[config.mk]
export PLATFORM = sky130hd
export DESIGN_NAME = draw_pred_ctrl
export DESIGN_NICKNAME = d
export VERILOG_FILES = /design/src/rtl/draw_pred_pkg.sv /design/src/rtl/pred_zero_test.sv /design/src/rtl/pred_state_reg.sv /design/src/rtl/pred_decide.sv /design/src/rtl/draw_pred_ctrl.sv
export SDC_FILE = /design/constraint.sdc
export NUM_CORES = 1
export LEC_CHECK = 0
export BUFFER_PORTS_ARGS = -buffer_cell sky130_fd_sc_hd__buf_2
export CORE_UTILIZATION = 21
export CTS_CLUSTER_DIAMETER = 120
export DETAILED_ROUTE_END_ITERATION = 12
export PLACE_DENSITY = 0.78
export SETUP_SLACK_MARGIN = 0.1
export SKIP_CTS_REPAIR_TIMING = 1
export SLEW_MARGIN = 20
export SYNTH_ARGS = -nofsm -noshare
export SYNTH_HDL_FRONTEND = slang
export SYNTH_SLANG_ARGS = --single-unit
[constraint.sdc]
create_clock -name clk -period 1.69 [get_ports clk]
set_input_delay 0.338 -clock clk [delete_from_list [all_inputs] [get_ports clk]]
set_output_delay 0.338 -clock clk [all_outputs]
set_load 0.05 [all_outputs]
[src/rtl/draw_pred_pkg.sv]
package draw_pred_pkg;
  typedef struct packed {
    logic pred_fail;
    logic pred_set;
    logic loc_en;
    logic glb_en;
  } pred_state_t;

  typedef enum logic [2:0] {
    CMD_NONE,
    CMD_GLB,
    CMD_LOC,
    CMD_LATCH,
    CMD_TEST
  } pred_cmd_e;

  localparam pred_state_t PRED_RESET = '{pred_fail: 1'b0, pred_set: 1'b0,
                                         loc_en: 1'b1, glb_en: 1'b0};
endpackage

[src/rtl/pred_zero_test.sv]
module pred_zero_test #(
  parameter int OPND_W = 64
) (
  input  logic [OPND_W-1:0] opnd,
  input  logic              mode,
  output logic              fail
);
  logic is_zero;
  always_comb begin
    is_zero = (opnd == '0);
    // mode 0: zero passes; mode 1: non-zero passes
    fail = mode ? is_zero : !is_zero;
  end
endmodule

[src/rtl/pred_state_reg.sv]
module pred_state_reg
  import draw_pred_pkg::*;
(
  input  logic        clk,
  input  logic        rst,
  input  logic        glb_vld,
  input  logic        glb_val,
  input  logic        loc_vld,
  input  logic        loc_val,
  input  logic        lat_vld,
  input  logic        lat_fail,
  input  logic        tst_vld,
  input  logic        tst_fail,
  output pred_state_t state
);
  pred_cmd_e cmd;

  always_comb begin
    if (glb_vld)      cmd = CMD_GLB;
    else if (loc_vld) cmd = CMD_LOC;
    else if (lat_vld) cmd = CMD_LATCH;
    else if (tst_vld) cmd = CMD_TEST;
    else              cmd = CMD_NONE;
  end

  always_ff @(posedge clk) begin
    if (rst) begin
      state <= PRED_RESET;
    end else begin
      case (cmd)
        CMD_GLB: begin
          state.glb_en <= glb_val;
          if (glb_val) begin
            state.loc_en    <= 1'b1;
            state.pred_set  <= 1'b0;
            state.pred_fail <= 1'b0;
          end
        end
        CMD_LOC:   state.loc_en <= loc_val;
        CMD_LATCH: begin
          state.pred_set  <= 1'b1;
          state.pred_fail <= lat_fail;
        end
        CMD_TEST: begin
          state.pred_set  <= 1'b1;
          state.pred_fail <= tst_fail;
        end
        default: ;
      endcase
    end
  end
endmodule

[src/rtl/pred_decide.sv]
module pred_decide
  import draw_pred_pkg::*;
(
  input  pred_state_t state,
  input  logic        draw_req,
  output logic        draw_run,
  output logic        draw_skip
);
  logic suppress;
  always_comb begin
    suppress  = state.glb_en & state.loc_en & state.pred_set & state.pred_fail;
    draw_skip = draw_req & suppress;
    draw_run  = draw_req & !suppress;
  end
endmodule

[src/rtl/draw_pred_ctrl.sv]
module draw_pred_ctrl
  import draw_pred_pkg::*;
#(
  parameter int OPND_W = 64,
  localparam int STAT_W = $bits(pred_state_t)
) (
  input  logic              clk,
  input  logic              rst,
  input  logic              glb_vld,
  input  logic              glb_val,
  input  logic              loc_vld,
  input  logic              loc_val,
  input  logic              lat_vld,
  input  logic              lat_fail,
  input  logic              tst_vld,
  input  logic              tst_mode,
  input  logic [OPND_W-1:0] tst_opnd,
  input  logic              draw_req,
  output logic              draw_run,
  output logic              draw_skip,
  output logic [STAT_W-1:0] pred_stat
);
  pred_state_t st;
  logic        tst_fail;

  pred_zero_test #(.OPND_W(OPND_W)) u_test (
    .opnd(tst_opnd), .mode(tst_mode), .fail(tst_fail)
  );

  pred_state_reg u_state (
    .clk(clk), .rst(rst),
    .glb_vld(glb_vld), .glb_val(glb_val),
    .loc_vld(loc_vld), .loc_val(loc_val),
    .lat_vld(lat_vld), .lat_fail(lat_fail),
    .tst_vld(tst_vld), .tst_fail(tst_fail),
    .state(st)
  );

  pred_decide u_decide (
    .state(st), .draw_req(draw_req),
    .draw_run(draw_run), .draw_skip(draw_skip)
  );

  assign pred_stat = st;
endmodule

---- Word-level counts from Yosys, hierarchy flattened ----
Cells that the tools add are included.
word-level totals
  register bits after elaboration ......... 4
  input bits .............................. 75
  output and inout port bits .............. 6
  word-level logic and storage cells ...... 29
operators by class
  equal/unequal tests ..................... 5
  muxes and demuxes ....................... 8
  bitwise gates (word level) .............. 5
  reduce and logical (&&, ||, !) cells .... 7
operators by type and width
  cell                  number
  $logic_not A64 Y1     1
  $mux W3               5
  $eq A3 B2 Y1 const B  2
  $pmux W2 S3           1
  $and A1 B1 Y1         5
  $reduce_and A2 Y1     2
  $eq A3 B1 Y1 const B  1
  $eq A3 B3 Y1 const B  1
  $reduce_bool A3 Y1    1
  $logic_not A1 Y1      2
  $ne A2 B2 Y1 const B  1
  $pmux W1 S2           1
  $reduce_bool A2 Y1    1
  $mux W1               1

---- Logic depth before layout (Yosys ltp) ----
  word-level depth ........................ 7
  gate-level depth with buffers ........... 5
  gate-level depth less buffers ........... 5

---- Cells and area by module ----
A second synthesis with hierarchy kept.
second synthesis, totals
  cell total of the unflattened synthesis .. 46
  area, all modules ....................... 369.1 um^2
by module, submodules not included
  module          instances  cells each  area each (um^2)  seq. area each (um^2)
  pred_state_reg  1          20          196.4             80.1
  pred_zero_test  1          22          152.6             0.0
  pred_decide     1          4           20.0              0.0

---- Least setup slack after synthesis ----
Ideal clock, no wire load.
  path kind ............................... reg2out
  start point ............................. reg, netlist name u_state.state[2]
  end point ............................... out draw_skip
  arrival ................................. 1478 ps
  required time ........................... 1352 ps
  setup slack ............................. -126 ps
  stages on the path, launching flop included .. 3
  buffers on the path ..................... 0
  path through ............................ dfxtp_1 > nand4_1 > nor2_1
between the ends
  longest elaborated chain between the ends .. 3
RTL lines
  item                         line                  text
  $and A1 B1 Y1 (2 in series)  pred_decide.sv:11     suppress = state.glb_en & state.loc_en & state.pred_set & state.pred_fail;
  $and A1 B1 Y1                pred_decide.sv:12     draw_skip = draw_req & suppress;
  end: declaration             draw_pred_ctrl.sv:20  output logic draw_skip,
Every way passes these cells.

---- Worst setup path after layout ----
  start point ............................. reg, netlist name u_state.state[3]
  end point ............................... out draw_run
between the ends
  longest elaborated chain between the ends .. 3
RTL lines
  item              line                  text
  $and A1 B1 Y1     pred_decide.sv:11
  $logic_not A1 Y1  pred_decide.sv:13     draw_run = draw_req & !suppress;
  $and A1 B1 Y1     pred_decide.sv:13
  end: declaration  draw_pred_ctrl.sv:19  output logic draw_run,
Every way passes these cells.

==> flow_summary.toml <==
[timing]
finalHoldViolations = 0
finalSetupTns_ns = 0
max-slew-margin-rel_pct = 81.8
maxClockFrequency_mhz = 671
drv_slew = 0
period_share_pct = 88.1
holdWs_ns = 0.319
tightest_slew_ns = 0.270
period_needed_ns = 1.49
grt_setup_unrepaired = "false"
skew_ns = 0
setup_viol = 0

[route]
avgViaCountPerCell = 4.83
vias = 691
drtPass1Iterations = 3
drt_iter0_markers = 8
wire_per_inst_um = 10.4
ant_nets = 0
wl_mm = 1.49
drc = 0

[synthesis]
synth-edff-count = 0
synth_top_cell_area_share_pct = 30.3
synth_nets = 120
yosys.area.top_type = "nor4_1"
synth_area_leaders = "nor4_1 (30%), dfxtp_1 (24%), nand4_1 (9.5%)"
synth.most_common_cell = "nor4_1"
syn_area_um2 = 330
yosysWarnings = 0
synthDistinctLibCells = 17
synth-main-ff-cell = "dfxtp_1"
synth-seq-area-share_pct = 24.2
synth_commonest_cells = "nor4_1 (16), nand4_1 (5), dfxtp_1 (4)"
syn_inst = 45
syn_area_per_cell_um2 = 7.34
ys_ff_latch = 4
synthArstFlopShare_pct = 0

[clock_tree]
path_clk_slew_ns = 0.04
h-tree-depth = 1
cts_tree = "built"
cts_made_buffers = 3
cts-root-buf = "clkbuf_4"
clockBufferDepth = 2
clk-insertion-delay-late_ns = 0.23
cts_sinks = 4

[power]
ir_drop_mv = 0.207
power_density_nw_per_um2 = 451
power.leakage_nw = 0.417

[setup_path]
cp-end-kind = "output port"
critical_path_class = "reg2out"
path_max_fanout = 3
startpoint = "u_state.state[3]"
critPathArrivalTime_ns = 1.15
cp-start-kind = "flop"
crit_required_ns = 1.35
reg2reg_from = "u_state.state[3]"

[die]
ioPinCount = 81
die-area_um2 = 1740
initial_utilization_pct = 23.9
core_area_um2 = 1380
rows = 13
die_width_um = 41.7
die_y_um = 41.7

[cells_and_area]
nFillCells = 142
largest-register = "u_state.state"
fin_area_um2 = 779
finalNetCount = 205
drive_gt1_share_pct = 66.4
reg.largest.list = "u_state.state x4"
largest_reg_flops = 4
antennaDiodeCount = 0
area_growth_pct = 136
fin_util_pct = 56.4

[global_routing]
grt_usage_pct = 17.6
grt_pass1_wl_mm = 2.39
grt_max_degree = 6
overflow = 0
grt_pass1_vias = 633
antenna_found_initial = 0

[placed_design]
place_hpwl_mm = 1.45
numPortBuffers = 80
dpl_cell_area_um2 = 757
gp_congestion = 0.814

[min_path]
worstHoldStart = "rst"
worstHoldPathType = "in2reg"

[outcome]
outcome = "completed"

[flow_run]
max_cap_viol_count = 0
## layout by cell type, fill, tap and decap left out
cell type,instances
dfxtp_1,4
nor4_1,16
xor2_1,1
o21ai_0,1
nand4_1,5
clkbuf_4,3
nand2_1,3
nor2_1,1
and2_1,1
nor2_4,1
a21oi_1,2
and3_1,1
a31oi_1,1
o22ai_1,1
o32ai_1,1
nand3b_1,1
inv_1,1
nand2b_1,3
buf_2,80
nor4_2,1
## power breakdown
group          switching (W)  internal, W  leakage [nW]  total [W]
clock network      0.0000356    0.0000792        0.0138   0.000115
logic              0.0000588    0.0000752         0.371   0.000134
registers         0.00000333    0.0000998        0.0328   0.000103
total              0.0000977     0.000254         0.417   0.000352
## critical path: stages (launching register included)
cell and delay [ns]:
dfxtp_1 0.34, nand4_1 0.18, and2_1 0.20, buf_2 0.20
## through the flow
| step | total power (W) | instances | setup slack, ns |
|---|---|---|---|
| 6_report | 0.000352 | 143 | 0.200 |
| 5_1_grt | 0.000380 | 143 | 0.120 |
| 4_1_cts | 0.000360 | 143 | 0.175 |
| 3_5_place_dp | 0.000240 | 140 | 0.0230 |
| 3_3_place_gp | 0.000237 | 140 | 0.0510 |
| 2_1_floorplan | 0.000146 | 45 | 0.0928 |
## final timing paths
kind | cells after the start | endpoint | slack (ns)
setup reg to reg | 2 | u_state.state[3] | 1.02
hold reg to reg | 2 | u_state.state[2] | 0.47
hold / removal | 2 | u_state.state[0] | 0.32
setup / recovery | 3 | draw_run | 0.20
## layout make-up
class / count / area, um^2 / share of cell area [%]
Sequential cell: 4 / 80.1 / 10.3
Multi-Input combinational cell: 40 / 254 / 32.6
Inverter: 1 / 3.75 / 0.482
Clock buffer: 3 / 22.5 / 2.89
Tap cell: 15 / 18.8 / 2.41
Timing Repair Buffer: 80 / 400 / 51.4
## routing by layer
metal,global-route usage (%),wire [um]
met1,16.8,520
met2,34.4,825
met3,8.26,148
met4,1.94,0
met5,0,0
## logic make-up after synthesis
kind of cell,after synthesis,synth area share (%)
flip-flops,4,24.2
AND/OR/NAND/NOR,33,61.0
buffers and inverters,1,1.14
XOR/XNOR,1,2.65
AO/OA/AOI/OAI,6,11.0
No activity file was read; power rests on OpenSTA's default activity.
